--- src/rtl/uart_rxq_pkg.sv ---
package uart_rxq_pkg;

    localparam int unsigned RXQ_DATA_W = 8;

    typedef enum logic [1:0] {
        TRIG_ONE      = 2'b00,
        TRIG_FOUR     = 2'b01,
        TRIG_EIGHT    = 2'b10,
        TRIG_FOURTEEN = 2'b11
    } trig_code_e;

    typedef struct packed {
        logic                  valid;
        logic                  brk;
        logic [RXQ_DATA_W-1:0] data;
    } rx_evt_t;

    function automatic logic [4:0] trig_threshold(input logic [1:0] code);
        case (trig_code_e'(code))
            TRIG_ONE:      return 5'd1;
            TRIG_FOUR:     return 5'd4;
            TRIG_EIGHT:    return 5'd8;
            default:       return 5'd14;
        endcase
    endfunction

endpackage

--- src/rtl/rxq_store.sv ---
module rxq_store #(
    parameter int unsigned DATA_W = 8,
    parameter int unsigned DEPTH  = 16,
    localparam int unsigned PTR_W = $clog2(DEPTH),
    localparam int unsigned CNT_W = $clog2(DEPTH + 1)
) (
    input  logic              clk,
    input  logic              rst,
    input  logic              clr,
    input  logic              push,
    input  logic              pop,
    input  logic [DATA_W-1:0] wdata,
    output logic [DATA_W-1:0] head,
    output logic [CNT_W-1:0]  count
);
    logic [DATA_W-1:0] mem [DEPTH];
    logic [PTR_W-1:0]  wr_ptr, rd_ptr;

    function automatic logic [PTR_W-1:0] nxt(input logic [PTR_W-1:0] p);
        return (p == PTR_W'(DEPTH - 1)) ? '0 : p + 1'b1;
    endfunction

    always_ff @(posedge clk) begin
        if (push && !clr) mem[wr_ptr] <= wdata;
    end

    always_ff @(posedge clk) begin
        if (rst || clr) begin
            wr_ptr <= '0;
            rd_ptr <= '0;
            count  <= '0;
        end else begin
            if (push) wr_ptr <= nxt(wr_ptr);
            if (pop)  rd_ptr <= nxt(rd_ptr);
            case ({push, pop})
                2'b10:   count <= count + 1'b1;
                2'b01:   count <= count - 1'b1;
                default: count <= count;
            endcase
        end
    end

    assign head = mem[rd_ptr];
endmodule

--- src/rtl/rxq_idle_timer.sv ---
module rxq_idle_timer #(
    parameter int unsigned CHAR_W = 16,
    localparam int unsigned TMR_W = CHAR_W + 2
) (
    input  logic              clk,
    input  logic              rst,
    input  logic              restart,
    input  logic              stop,
    input  logic [CHAR_W-1:0] char_cycles,
    output logic              expire
);
    logic [TMR_W-1:0] cnt;
    logic             running;
    logic [TMR_W-1:0] limit;

    assign limit  = {char_cycles, 2'b00};
    assign expire = running && (cnt == TMR_W'(1)) && !restart && !stop;

    always_ff @(posedge clk) begin
        if (rst || stop) begin
            cnt     <= '0;
            running <= 1'b0;
        end else if (restart) begin
            cnt     <= limit;
            running <= (limit != '0);
        end else if (running) begin
            cnt <= cnt - 1'b1;
            if (cnt == TMR_W'(1)) running <= 1'b0;
        end
    end
endmodule

--- src/rtl/rxq_status.sv ---
module rxq_status #(
    parameter int unsigned DATA_W = 8
) (
    input  logic              clk,
    input  logic              rst,
    input  logic              clr,
    input  logic              fifo_mode,
    input  logic              rx_ev,
    input  logic              rx_brk,
    input  logic [DATA_W-1:0] rx_byte,
    input  logic              ovf,
    input  logic              emptied,
    input  logic              rd,
    input  logic              lsr_rd,
    input  logic              expire,
    input  logic              nonempty,
    output logic              ready,
    output logic              overrun,
    output logic              brk,
    output logic              timeout,
    output logic [DATA_W-1:0] hold
);
    always_ff @(posedge clk) begin
        if (rst) begin
            ready   <= 1'b0;
            overrun <= 1'b0;
            brk     <= 1'b0;
            timeout <= 1'b0;
            hold    <= '0;
        end else begin
            // overrun: only an explicit status read clears it
            if (ovf)         overrun <= 1'b1;
            else if (lsr_rd) overrun <= 1'b0;

            if (clr) begin
                ready   <= 1'b0;
                brk     <= 1'b0;
                timeout <= 1'b0;
            end else begin
                if (rx_ev)                        ready <= 1'b1;
                else if (fifo_mode ? emptied : rd) ready <= 1'b0;

                if (rx_brk)                                   brk <= 1'b1;
                else if ((fifo_mode ? emptied : rd) || lsr_rd) brk <= 1'b0;

                if (rd)                        timeout <= 1'b0;
                else if (expire && nonempty)   timeout <= 1'b1;

                if (rx_ev && !fifo_mode) hold <= rx_byte;
            end
        end
    end
endmodule

--- src/rtl/uart_rxq_top.sv ---
module uart_rxq_top
    import uart_rxq_pkg::*;
#(
    parameter int unsigned DATA_W = 8,
    parameter int unsigned DEPTH  = 16,
    parameter int unsigned CHAR_W = 16,
    localparam int unsigned CNT_W = $clog2(DEPTH + 1)
) (
    input  logic              clk,
    input  logic              rst,
    input  logic              fifo_en,
    input  logic [1:0]        trig_sel,
    input  logic              rx_flush,
    input  logic [CHAR_W-1:0] char_cycles,
    input  logic              rx_valid,
    input  logic              rx_break,
    input  logic [DATA_W-1:0] rx_data,
    input  logic              rd_strobe,
    input  logic              lsr_rd,
    output logic [DATA_W-1:0] rd_data,
    output logic [CNT_W-1:0]  level,
    output logic              stat_ready,
    output logic              stat_trig,
    output logic              stat_overrun,
    output logic              stat_break,
    output logic              stat_timeout
);
    rx_evt_t            ev;
    logic               en_q;
    logic               flush_all;
    logic               full, empty;
    logic               push, pop, ovf, emptied;
    logic [CNT_W-1:0]   count_nxt;
    logic               tmr_restart, tmr_stop, expire;
    logic [DATA_W-1:0]  head, hold;

    assign ev.valid = rx_valid | rx_break;
    assign ev.brk   = rx_break;
    assign ev.data  = rx_break ? '0 : rx_data;

    always_ff @(posedge clk) begin
        if (rst) en_q <= 1'b0;
        else     en_q <= fifo_en;
    end

    // a mode change flushes the queue like an explicit reset command
    assign flush_all = rx_flush | (fifo_en ^ en_q);
    assign full      = (level == CNT_W'(DEPTH));
    assign empty     = (level == '0);

    assign pop     = fifo_en && !flush_all && rd_strobe && !empty;
    assign push    = fifo_en && !flush_all && ev.valid && (!full || pop);
    assign emptied = pop && !push && (level == CNT_W'(1));

    always_comb begin
        if (flush_all)
            ovf = 1'b0;
        else if (fifo_en)
            ovf = ev.valid && full && !pop;
        else
            ovf = ev.valid && stat_ready && !rd_strobe;
    end

    always_comb begin
        count_nxt = level;
        if (push) count_nxt = count_nxt + 1'b1;
        if (pop)  count_nxt = count_nxt - 1'b1;
    end

    assign tmr_stop    = flush_all || (fifo_en && rd_strobe && count_nxt == '0);
    assign tmr_restart = fifo_en && !flush_all &&
                         (ev.valid || (rd_strobe && count_nxt != '0));

    rxq_store #(.DATA_W(DATA_W), .DEPTH(DEPTH)) store_i (
        .clk   (clk),
        .rst   (rst),
        .clr   (flush_all),
        .push  (push),
        .pop   (pop),
        .wdata (ev.data),
        .head  (head),
        .count (level)
    );

    rxq_idle_timer #(.CHAR_W(CHAR_W)) timer_i (
        .clk         (clk),
        .rst         (rst),
        .restart     (tmr_restart),
        .stop        (tmr_stop),
        .char_cycles (char_cycles),
        .expire      (expire)
    );

    rxq_status #(.DATA_W(DATA_W)) status_i (
        .clk       (clk),
        .rst       (rst),
        .clr       (flush_all),
        .fifo_mode (fifo_en),
        .rx_ev     (ev.valid),
        .rx_brk    (ev.brk),
        .rx_byte   (ev.data),
        .ovf       (ovf),
        .emptied   (emptied),
        .rd        (rd_strobe),
        .lsr_rd    (lsr_rd),
        .expire    (expire),
        .nonempty  (!empty),
        .ready     (stat_ready),
        .overrun   (stat_overrun),
        .brk       (stat_break),
        .timeout   (stat_timeout),
        .hold      (hold)
    );

    always_comb begin
        if (!fifo_en)   rd_data = hold;
        else if (empty) rd_data = '0;
        else            rd_data = head;
    end

    assign stat_trig = fifo_en ? (level >= CNT_W'(trig_threshold(trig_sel)))
                               : stat_ready;
endmodule

--- config.mk ---
export PLATFORM = sky130hd
export DESIGN_NAME = uart_rxq_top
export DESIGN_NICKNAME = d
export VERILOG_FILES = /design/src/rtl/uart_rxq_pkg.sv /design/src/rtl/rxq_store.sv /design/src/rtl/rxq_idle_timer.sv /design/src/rtl/rxq_status.sv /design/src/rtl/uart_rxq_top.sv
export SDC_FILE = /design/constraint.sdc
export NUM_CORES = 1
export LEC_CHECK = 0
export BUFFER_PORTS_ARGS = -buffer_cell sky130_fd_sc_hd__buf_2
export CORE_MARGIN = 1
export CORE_UTILIZATION = 25
export CTS_CLUSTER_SIZE = 25
export DETAILED_ROUTE_END_ITERATION = 10
export GPL_TIMING_DRIVEN = 0
export PLACE_DENSITY_LB_ADDON = 0.25
export SLEW_MARGIN = 15
export SYNTH_ARGS = -nofsm -noshare
export SYNTH_HDL_FRONTEND = slang
export SYNTH_SLANG_ARGS = --single-unit
--- constraint.sdc ---
create_clock -name clk -period 2.8 [get_ports clk]
set_clock_uncertainty 0.05 [all_clocks]
set_input_delay 0.42 -clock clk [delete_from_list [all_inputs] [get_ports clk]]
set_output_delay 0.42 -clock clk [all_outputs]
set_load 0.01 [all_outputs]
* Yosys cells after proc, flatten, opt, wreduce, memory -nomap -nowiden *
Memories as Yosys holds them, arrays and structs flattened. A register that Yosys moved wholly into a read port is not among the register bits.
Cells that the tools add are included.

cells by class
  mux-type cells = 28
  equal/unequal tests = 9
  bitwise logic cells = 4
  reduce and logical (&&, ||, !) cells = 50
  magnitude comparators = 1
  add/subtract/negate cells = 6

operators by type and width
  kind                                                   count
  2-to-1 mux 18 bit                                      2
  2-to-1 mux 8 bit                                       3
  logical AND 1 bit                                      21
  equality test 18 x 1 -> 1 bit (second input constant)  1
  nonzero test 18 bit                                    1
  subtractor 18 x 1 -> 18 bit (second input constant)    1
  2-to-1 mux 4 bit                                       4
  2-to-1 mux 1 bit                                       15
  one-hot mux 4 bit (3 select lines)                     1
  logical NOT 5 bit                                      2
  2-to-1 mux 5 bit                                       2
  one-hot mux 5 bit (2 select lines)                     1
  nonzero test 2 bit                                     5
  subtractor 5 x 1 -> 5 bit (second input constant)      2
  logical NOT 1 bit                                      9
  adder 4 x 1 -> 4 bit (second input constant)           2
  equality test 4 bit (second input constant)            2
  logical OR 1 bit                                       6
  adder 5 x 1 -> 5 bit (second input constant)           1
  equality test 5 x 1 -> 1 bit (second input constant)   1
  equality test 5 bit (second input constant)            1
  >= comparator 5 bit                                    1
  nonzero test 5 bit                                     1
  equality test 2 x 1 -> 1 bit (second input constant)   2
  other kinds (8)                                        11

word-level totals
  RAM bits = 128
  input bits = 34
  word-level logic and storage cells = 111
  memories kept = 1
  output and inout bits = 18
  flip-flop bits (word level) = 45

memory list
  memory       words  bits a word  rd ports  clocked after memory_dff  wr ports  RTL line         text
  store_i.mem  16     8            1         1                         1         rxq_store.sv:16  logic [DATA_W-1:0] mem [DEPTH];

* Depth between registers and ports, before layout *
Gate-level depths: netlist of run 1.

  depth after elaboration = 19
  gate-level depth with buffers = 13
  mapped depth without buffers = 11

* Cells and area by module *
A second synthesis of run 1 with hierarchy kept.

unflattened totals
  cells, all modules = 581
  area total of the unflattened synthesis = 8040.2 µm²

by module, submodules not included
  module          area each (µm²)  instances  cells an instance
  rxq_store       5846.9           1          311
  rxq_idle_timer  1079.8           1          126
  uart_rxq_top    581.8            1          93
  rxq_status      531.8            1          51

* Least setup slack after synthesis of run 1 *
Ideal clock, no wire load.

  kind = flip-flop to flip-flop
  from = reg store_i.count[0]
  to = mem store_i.mem[3][0] (enable)
  path buffers = 2
  clock period less this slack = 2833 ps
  setup slack = -33 ps
  stages on the path, launching flop included = 9
  data arrival time = 2399 ps
  path through = dfxtp_1 -> clkbuf_1 -> inv_1 -> ha_1 -> nand4_1 -> and2_1 -> clkbuf_1 -> nand2_1 -> nor3_1

on the way
  cells in the longest elaborated chain, start to end = 8
  elaborated cells between the ends (all ways) = 10
  classes of those cells = eq/ne: 1; mux: 2; reduce/logical: 7

ends and longest elaborated chain
  what                                        RTL line            text
  from (decl)                                 rxq_store.sv:14     output logic [CNT_W-1:0] count
  from (signal assigned)                      rxq_store.sv:36     2'b10: count <= count + 1'b1;
  from (signal assigned)                      rxq_store.sv:37     2'b01: count <= count - 1'b1;
  from (signal assigned)                      rxq_store.sv:38     default: count <= count;
  logical NOT 5 bit                           uart_rxq_top.sv:49  assign empty = (level == '0);
  logical NOT 1 bit                           uart_rxq_top.sv:51  assign pop = fifo_en && !flush_all && rd_strobe && !empty;
  logical AND 1 bit                           uart_rxq_top.sv:51
  logical OR 1 bit (*)                        uart_rxq_top.sv:52  assign push = fifo_en && !flush_all && ev.valid && (!full || pop);
  logical AND 1 bit (*)                       uart_rxq_top.sv:52
  logical AND 1 bit (*)                       rxq_store.sv:24     if (push && !clr) mem[wr_ptr] <= wdata;
  2-to-1 mux 1 bit (*)                        rxq_store.sv:24
  2-to-1 mux 1 bit (implied by the code) (*)  rxq_store.sv:24
  to (decl)                                   rxq_store.sv:16

Mark *: on every way between the ends. The rest lies on a longest branch, timed or not.

==> results of run 1 <==
## cell usage in the layout, fill, tap and decap left out, types with 14 or more instances in the layout
cell	n
a211oi_1	16
buf_2	55
clkbuf_16	18
dfxtp_1	46
edfxtp_1	128
ha_1	14
inv_1	18
mux4_2	32
nand2_1	18
nor2_1	58
xnor2_1	18
## through the flow
| step | setup slack [ns] | cell area (sq um) | hold slack (ns) | power [mW] |
|---|---|---|---|---|
| 6_report | -0.108 | 9290 | 0.219 | 5.34 |
| 5_1_grt | -0.171 | 9290 | 0.219 | 5.50 |
| 4_1_cts | -0.120 | 9220 | 0.203 | 5.39 |
| 3_5_place_dp | -0.635 | 8320 | 0.404 | 3.04 |
| 3_3_place_gp | -0.890 | 8300 | 0.403 | 3.03 |
| 2_1_floorplan | 0.00136 | 7560 | 0.410 | 2.95 |
## flip-flops by register name, indices dropped and copies added, names as in the netlist, named ones only
register and flops:
en_q 1, status_i.brk 1, status_i.hold 8, status_i.overrun 1, status_i.ready 1, status_i.timeout 1, store_i.count 5, store_i.mem 128
store_i.rd_ptr 4, store_i.wr_ptr 4, timer_i.cnt 18, timer_i.running 1
## worst paths after layout
path | start | to | slack (ns) | cells after the start
max | flop | rd_data[0] | -0.11 | 7
min | char_cycles[4] | timer_i.cnt[6] | 0.22 | 3
max reg2reg | store_i.count[0] | store_i.count[3] | 0.15 | 12
min reg2reg | status_i.timeout | status_i.timeout | 0.41 | 1
## power by group
group	internal [mW]	switching, mW
Clock	1.20	1.16
Combinational	0.0554	0.112
Sequential	2.81	0.00515
Total	4.06	1.28
## metal layers
metal | share of wire | up-vias | global-route usage
met2 | 0.48 | 121 | 0.209
met1 | 0.47 | 2416 | 0.165
met3 | 0.040 | 22 | 0.0271
met5 | 0 | - | 0
met4 | 0.013 | 0 | 0.0409
li1 | - | 2214 | -
## synth_stat cells, types with 2 or more instances
cell type | instances | area (sq um)
a211oi_1 | 16 | 120
a21oi_1 | 12 | 60.1
a221oi_1 | 8 | 70.1
a22o_1 | 8 | 70.1
a31oi_1 | 7 | 43.8
a41o_1 | 2 | 20.0
a41oi_1 | 2 | 17.5
and2_1 | 2 | 12.5
buf_1 | 5 | 18.8
buf_2 | 4 | 20.0
clkbuf_1 | 20 | 75.1
dfxtp_1 | 49 | 981
edfxtp_1 | 128 | 3840
ha_1 | 16 | 200
inv_1 | 19 | 71.3
mux2i_1 | 11 | 110
mux4_2 | 32 | 721
nand2_1 | 18 | 67.6
nand2b_1 | 5 | 31.3
nand3_1 | 5 | 25.0
nand4_1 | 3 | 18.8
nor2_1 | 70 | 263
nor2b_1 | 13 | 81.3
nor3_1 | 13 | 65.1
nor4_1 | 9 | 56.3
o21a_1 | 2 | 15.0
o21ai_0 | 6 | 30.0
o22ai_1 | 8 | 50.1
or2_2 | 2 | 12.5
or3_1 | 3 | 18.8
or3_4 | 2 | 22.5
or4_1 | 2 | 15.0
or4_4 | 2 | 22.5
xnor2_1 | 18 | 158
xor2_1 | 7 | 61.3
## kinds of logic after synthesis
kind of cell / Yosys count / synth area share
AOI/OAI and AO/OA: 76 / 0.0712
xor gates and xnor gates: 25 / 0.0290
buffers and inverters: 48 / 0.0245
DFF: 177 / 0.639
muxes: 44 / 0.111
adders and majority gates: 16 / 0.0265
and+or+nand+nor: 153 / 0.0984
## layout make-up
cell class                 instances  share of cell area
timing repair buffer              59              0.0381
inverter                          19             0.00768
sequential                       177               0.520
clock inverter                    15              0.0180
tap                              390              0.0525
buffer                            28              0.0199
multi-input combinational        314               0.298
antenna                            1            0.000269
clock buffer                      17              0.0458
## tightest hold or removal path, delay by kind of cell
kind	cells	cell delay [ns]
and+or+nand+nor	1	0.09
AOI/OAI and AO/OA	1	0.05
buffers and inverters	1	0.11
## repair_timing
item / CTS / global route
setup buffers: 5 / 3
endpoints found under the setup margin: 155 / 145
gates resized for setup: 62 / 12
pin swaps: 11 / 5
endpoints found under the hold margin: 0 / 0
gates cloned: 1 / 0
==> results.cfg, run 1 <==
[run_status]
status = complete, but fails checks
violations = setup timing

[placement]
portBuffers = 50
dp_hpwl_mm = 12.9
dp_cells = 979
gp_congestion = 0.777

[clock_tree]
path_clk_slew_ns = 0.08
numCtsBuffers = 17
clock_latency_ns = 0.44
clockBufferDepth = 2
htreeDepth = 4
holdBufCountCts = 0
cts_sinks = 177
cts_root_buf = clkbuf_16
cts_tree = yes

[routing]
drcViolationCount = 0
vias = 4773
wl_per_cell_um = 18.5
first_iter_violations = 258
firstDrtPassIters = 5
routed_wl_mm = 18.8
ant_nets = 0
viasPerCell = 4.68

[floorplan]
ios = 52
rows = 63
core_sq_um = 29700
initial_core_util = 0.254
die_w_um = 176
die_y_um = 176
die_area_sq_um = 30900

[cells_and_area]
stdcell_count = 1020
drive_above_1_share = 0.300
nFillCells = 2927
nNetsFinal = 666
multi_input_area_sq_um = 2770
seq_area_sq_um = 4830
syn_to_final_growth_pct = 23.0
fin_util = 0.313

[synthesis]
netlist_instances = 539
avgSynthCellArea_sq_um = 14.0
synth_edf_count = 128
synth_area_sq_um = 7550
ys_ff_latch = 177
async_flop_share = 0
yosysWarnings = 0
synth_nets = 589
synth_cell_types = 45
ys_seq_area_frac = 0.639
ys.flop_type = edfxtp_1

[timing]
slew_violations = 0
setup_violations = 8
hold_viol_final = 0
rsz0062_at_grt = yes
worstMarginPinSlew_ns = 0.931
tns_ns = -0.439
fmax_mhz = 344
fin_crit_ns = 2.91
timing.final.ws_setup_ns = -0.108
fin_crit_sh = 1.04
timing.slew.headroom = 0.377

[pwr]
vdd_ir_drop_max_uv = 434
power_density_nw_per_um2 = 575
p_leak_nw = 3.01

[critical_path]
path_class = reg -> out
critical_path.slowest_cell = mux4_2
worstPathRequired_ns = 2.33
crit_chain = buf_12, buf_6, mux4_2, a22o_1, a221oi_2, o22ai_2, buf_2
slowest_delay_ns = 0.50
crit_buf_inv = 3
critPathTopFamily = compound AO/OA/AOI/OAI gates
worstPathArrival_ns = 2.44
endpoint_kind = primary output
worstSetupStartpointType = flop
worst-path-max-fanout = 6

[grt]
grt_max_degree = 20
grt_util_all_layers = 0.126
grt_pass1_wl_mm = 29.1
grt_pass1_vias = 4999
antenna_found_initial = 0
grt_overflow = 0

[worst_hold_path]
hp-class = in -> reg

[run]
cap_violations = 0
No activity file was read; power rests on OpenSTA's default activity.
==> run 2: changes to the inputs <==
--- a/config.mk
+++ b/config.mk
@@ -6,12 +6,15 @@
 export NUM_CORES = 1
 export LEC_CHECK = 0
 export BUFFER_PORTS_ARGS = -buffer_cell sky130_fd_sc_hd__buf_2
+export CELL_PAD_IN_SITES_DETAIL_PLACEMENT = 0
+export CELL_PAD_IN_SITES_GLOBAL_PLACEMENT = 1
 export CORE_MARGIN = 1
 export CORE_UTILIZATION = 25
 export CTS_CLUSTER_SIZE = 25
 export DETAILED_ROUTE_END_ITERATION = 10
 export GPL_TIMING_DRIVEN = 0
 export PLACE_DENSITY_LB_ADDON = 0.25
+export SETUP_SLACK_MARGIN = 0.02
 export SLEW_MARGIN = 15
 export SYNTH_ARGS = -nofsm -noshare
 export SYNTH_HDL_FRONTEND = slang
==> results.cfg, run 2 (synthesis results as in run 1) <==
[critical_path]
critical_path.slowest_cell = mux4_2
worstSetupStartpointType = flop
worst-path-max-fanout = 5
slowest_delay_ns = 0.55
path_class = reg -> out
crit_chain = buf_12, mux4_2, a22o_1, a221oi_2, o22ai_2, buf_2
worstPathArrival_ns = 2.42
worstPathRequired_ns = 2.33
endpoint_kind = primary output

[grt]
grt_pass1_vias = 4856
antenna_found_initial = 0
grt_pass1_wl_mm = 28.9
grt_overflow = 0
grt_max_degree = 19
grt_util_all_layers = 0.128

[floorplan]
core_sq_um = 29700
die_y_um = 176
die_w_um = 176
rows = 63
initial_core_util = 0.254
die_area_sq_um = 30900
ios = 52

[timing]
timing.final.ws_setup_ns = -0.0858
tns_ns = -0.386
slew_violations = 0
holdWs_ns = 0.224
fmax_mhz = 347
fin_crit_sh = 1.03
fin_crit_ns = 2.89
worstMarginPinSlew_ns = 0.848
setup_violations = 8
rsz0062_at_grt = yes
timing.slew.headroom = 0.432
hold_viol_final = 0

[routing]
wl_per_cell_um = 18.4
drcViolationCount = 0
firstDrtPassIters = 6
ant_nets = 0
viasPerCell = 4.60
first_iter_violations = 258
routed_wl_mm = 18.7
vias = 4674

[clock_tree]
cts_root_buf = clkbuf_16
clockBufferDepth = 2
htreeDepth = 4
cts_tree = yes
cts_sinks = 177
clock_latency_ns = 0.44
path_clk_slew_ns = 0.08
numCtsBuffers = 17

[cells_and_area]
top_regs = store_i.mem x128, timer_i.cnt x18, status_i.hold x8
diodes = 0
largest_register_ff_count = 128
drive_above_1_share = 0.297
top_register = store_i.mem
most-common-layout-cells = edfxtp_1 (128), nor2_1 (57), buf_2 (55), dfxtp_1 (45), mux4_2 (32)
syn_to_final_growth_pct = 22.8
nNetsFinal = 663
layout_commonest_cell = edfxtp_1

[worst_hold_path]
hp-class = in -> reg

[placement]
gp_congestion = 0.777
dp_hpwl_mm = 12.9
portBuffers = 50

[run]
cap_violations = 0

[run_status]
violations = setup timing
status = complete, but fails checks

[pwr]
p_leak_nw = 2.98
vdd_ir_drop_max_uv = 393
power_mw = 5.28
power_density_nw_per_um2 = 569
## run 2: cell types whose count changed in the layout (fill, tap and decap cells not counted), sizes merged
cell      previous run  this run
clkbuf              35        33
buf                 69        68
inv                 25        28
clkinv               8         2
diode                1         0
clkinvlp             1         4
## run 2: final cells by class
class                   count  area (sq um)
flip-flops and latches    177          4830
clock buffers              17           425
fillers                  2942         20400
multi-input cells         314          2800
repair buffers             56           350
clock inverters            15           141
plain buffers              28           174
well taps                 390           488
inverters                  19          71.3
## run 2: power by group
group	total (mW)	switching [mW]	leakage (nW)	internal (mW)
Clock	2.30	1.12	0.268	1.18
Sequential	2.81	0.00482	1.55	2.81
Combinational	0.163	0.107	1.16	0.0566
## run 2: path summary, 6_finish.rpt
kind                    startpoint          endpoint  slack (ns)  cells past startpoint
setup / recovery              flop        rd_data[0]       -0.09                      6
hold / removal      char_cycles[8]   timer_i.cnt[10]        0.22                      3
setup reg to reg  store_i.count[0]  store_i.count[3]        0.20                     12
hold reg to reg   status_i.timeout  status_i.timeout        0.42                      1
## run 2: timing repair
action	CTS	global route
pin swaps	5	2
gates cloned	0	1
hold buffers	0	0
buffers inserted	4	0
gates resized for setup	64	18
setup endpoints to repair	162	48
## run 2: layer usage
metal / GRT usage / vias to the layer above / routed length, um
li1: - / 2209 / -
met1: 0.161 / 2383 / 8400
met2: 0.216 / 69 / 9590
met3: 0.0273 / 13 / 482
met4: 0.0467 / 0 / 261
met5: 0 / - / 0
## run 2: worst max-delay path: cells and delay by family (launching register included)
kind                   cells  cell delay, ns
buffers and inverters      2            0.33
AOI/OAI and AO/OA          3            0.69
DFF                        1            0.43
muxes                      1            0.55
## run 2: per-stage QoR
stage               cell area [sq um]  worst slack (ns)   util  instances
floorplan                        7560           0.00136      -        539
global placement                 8300             -1.06  0.279        979
detailed placement               8320            -0.730  0.280        980
CTS                              9180            -0.122  0.309       1015
global route                     9280            -0.173  0.312       1016
finish                           9280           -0.0858  0.312       1016
==> run 3: changes to the inputs <==
--- a/config.mk
+++ b/config.mk
@@ -6,8 +6,8 @@
 export NUM_CORES = 1
 export LEC_CHECK = 0
 export BUFFER_PORTS_ARGS = -buffer_cell sky130_fd_sc_hd__buf_2
-export CELL_PAD_IN_SITES_DETAIL_PLACEMENT = 0
-export CELL_PAD_IN_SITES_GLOBAL_PLACEMENT = 1
+export CELL_PAD_IN_SITES_DETAIL_PLACEMENT = 1
+export CELL_PAD_IN_SITES_GLOBAL_PLACEMENT = 2
 export CORE_MARGIN = 1
 export CORE_UTILIZATION = 25
 export CTS_CLUSTER_SIZE = 25
==> results.cfg, run 3 (synthesis results as in run 1) <==
[run_status]
status = complete, but fails checks
violations = setup timing

[grt]
antenna_found_initial = 0
grt_max_degree = 22
grt_util_all_layers = 0.133
grt_pass1_wl_mm = 30.5
grt_overflow = 0
grt_pass1_vias = 5254

[timing]
timing.slew.headroom = 0.244
fin_crit_ns = 2.83
hold_viol_final = 0
rsz0062_at_grt = yes
setup_violations = 2
fmax_mhz = 353
worstMarginPinSlew_ns = 1.13
slew_violations = 0
timing.final.ws_setup_ns = -0.0341
fin_crit_sh = 1.01

[routing]
vias = 4676
viasPerCell = 4.59
wl_per_cell_um = 19.3
routed_wl_mm = 19.7
first_iter_violations = 245
drcViolationCount = 0
firstDrtPassIters = 4
ant_nets = 0

[cells_and_area]
nNetsFinal = 665
top_register = store_i.mem
drive_above_1_share = 0.293
final_area_sq_um = 9260
fin_util = 0.312
stdcell_count = 1018
top_regs = store_i.mem x128, timer_i.cnt x18, status_i.hold x8
layout_commonest_cell = edfxtp_1
diodes = 0
most-common-layout-cells = edfxtp_1 (128), nor2_1 (57), buf_2 (55), dfxtp_1 (46), mux4_2 (32)
largest_register_ff_count = 128
syn_to_final_growth_pct = 22.7

[clock_tree]
numCtsBuffers = 17
clockBufferDepth = 2
cts_root_buf = clkbuf_16
htreeDepth = 4
cts_sinks = 177
path_clk_slew_ns = 0.08
cts_tree = yes
clock_latency_ns = 0.43

[critical_path]
worstSetupStartpointType = flop
path_class = reg -> out
endpoint_kind = primary output
worstPathRequired_ns = 2.33
worstPathArrival_ns = 2.36
worst-path-max-fanout = 5
r2r_start = store_i.count[1]

[floorplan]
initial_core_util = 0.254
die_y_um = 176
rows = 63
die_w_um = 176
ios = 52
die_area_sq_um = 30900
core_sq_um = 29700

[worst_hold_path]
hp-class = in -> reg
holdCritStartpoint = char_cycles[4]

[placement]
gp_congestion = 0.705
dp_hpwl_mm = 13.6
placed_cell_area_sq_um = 8320
dp_cells = 980
portBuffers = 50

[pwr]
vdd_ir_drop_max_uv = 413
p_leak_nw = 3.02
power_density_nw_per_um2 = 588

[run]
cap_violations = 0
==> run 3: changes by cell type in the layout (fill, tap and decap cells not counted), sizes merged <==
cell / change
clkinvlp: -3
clkinv: +5
inv: -2
clkbuf: +2
==> run 3: metal layers <==
| layer | track usage | up-vias | share of wire |
|---|---|---|---|
| met5 | 0 | - | 0 |
| met4 | 0.0344 | 0 | 0.011 |
| li1 | - | 2216 | - |
| met1 | 0.167 | 2383 | 0.45 |
| met3 | 0.0279 | 11 | 0.025 |
| met2 | 0.232 | 66 | 0.51 |
==> run 3: worst max-delay path, cell delays in order, from the launching register on <==
cell and delay, ns:
dfxtp_4 0.43, buf_12 0.14, buf_4 0.11, mux4_2 0.48, a22o_1 0.23, a221oi_2 0.18, o22ai_1 0.15, buf_2 0.20
==> run 3: layout make-up <==
class                      instances  area (sq um)
sequential                       177          4830
timing repair buffer              58           340
inverter                          19          73.8
clock buffer                      17           425
fill                            3159         20500
tap                              390           488
multi-input combinational        314          2720
clock inverter                    15           200
buffer                            28           188
==> run 3: final timing paths <==
check | to | slack [ns] | cells after the start
min reg2reg | status_i.timeout | 0.44 | 1
max | rd_data[1] | -0.03 | 7
max reg2reg | store_i.count[3] | 0.20 | 11
min | timer_i.cnt[6] | 0.24 | 3
==> run 3: through the flow <==
step | TNS (ns) | hold slack, ns | power, mW | setup WS, ns
after floorplan | 0 | 0.410 | 2.95 | 0.00136
after global placement | -87.62 | 0.425 | 3.03 | -1.11
after detailed placement | -83.12 | 0.408 | 3.04 | -0.656
after CTS | -0.142 | 0.208 | 5.52 | -0.0467
after global routing | -0.782 | 0.244 | 5.63 | -0.133
final | -0.0438 | 0.243 | 5.45 | -0.0341
==> run 3: repair_timing <==
action / in CTS / in global routing
setup buffers: 1 / 5
cloned: 0 / 1
pin swaps: 1 / 2
endpoints found under the hold margin: 0 / 0
hold buffers: 0 / 0
setup endpoints to repair: 164 / 121
gates resized for setup: 58 / 13
==> run 3: power by group <==
part	total (mW)	leakage, nW	internal (mW)	switching [mW]
Sequential	2.81	1.55	2.81	0.00518
Combinational	0.162	1.17	0.0548	0.108
Clock	2.47	0.298	1.24	1.24
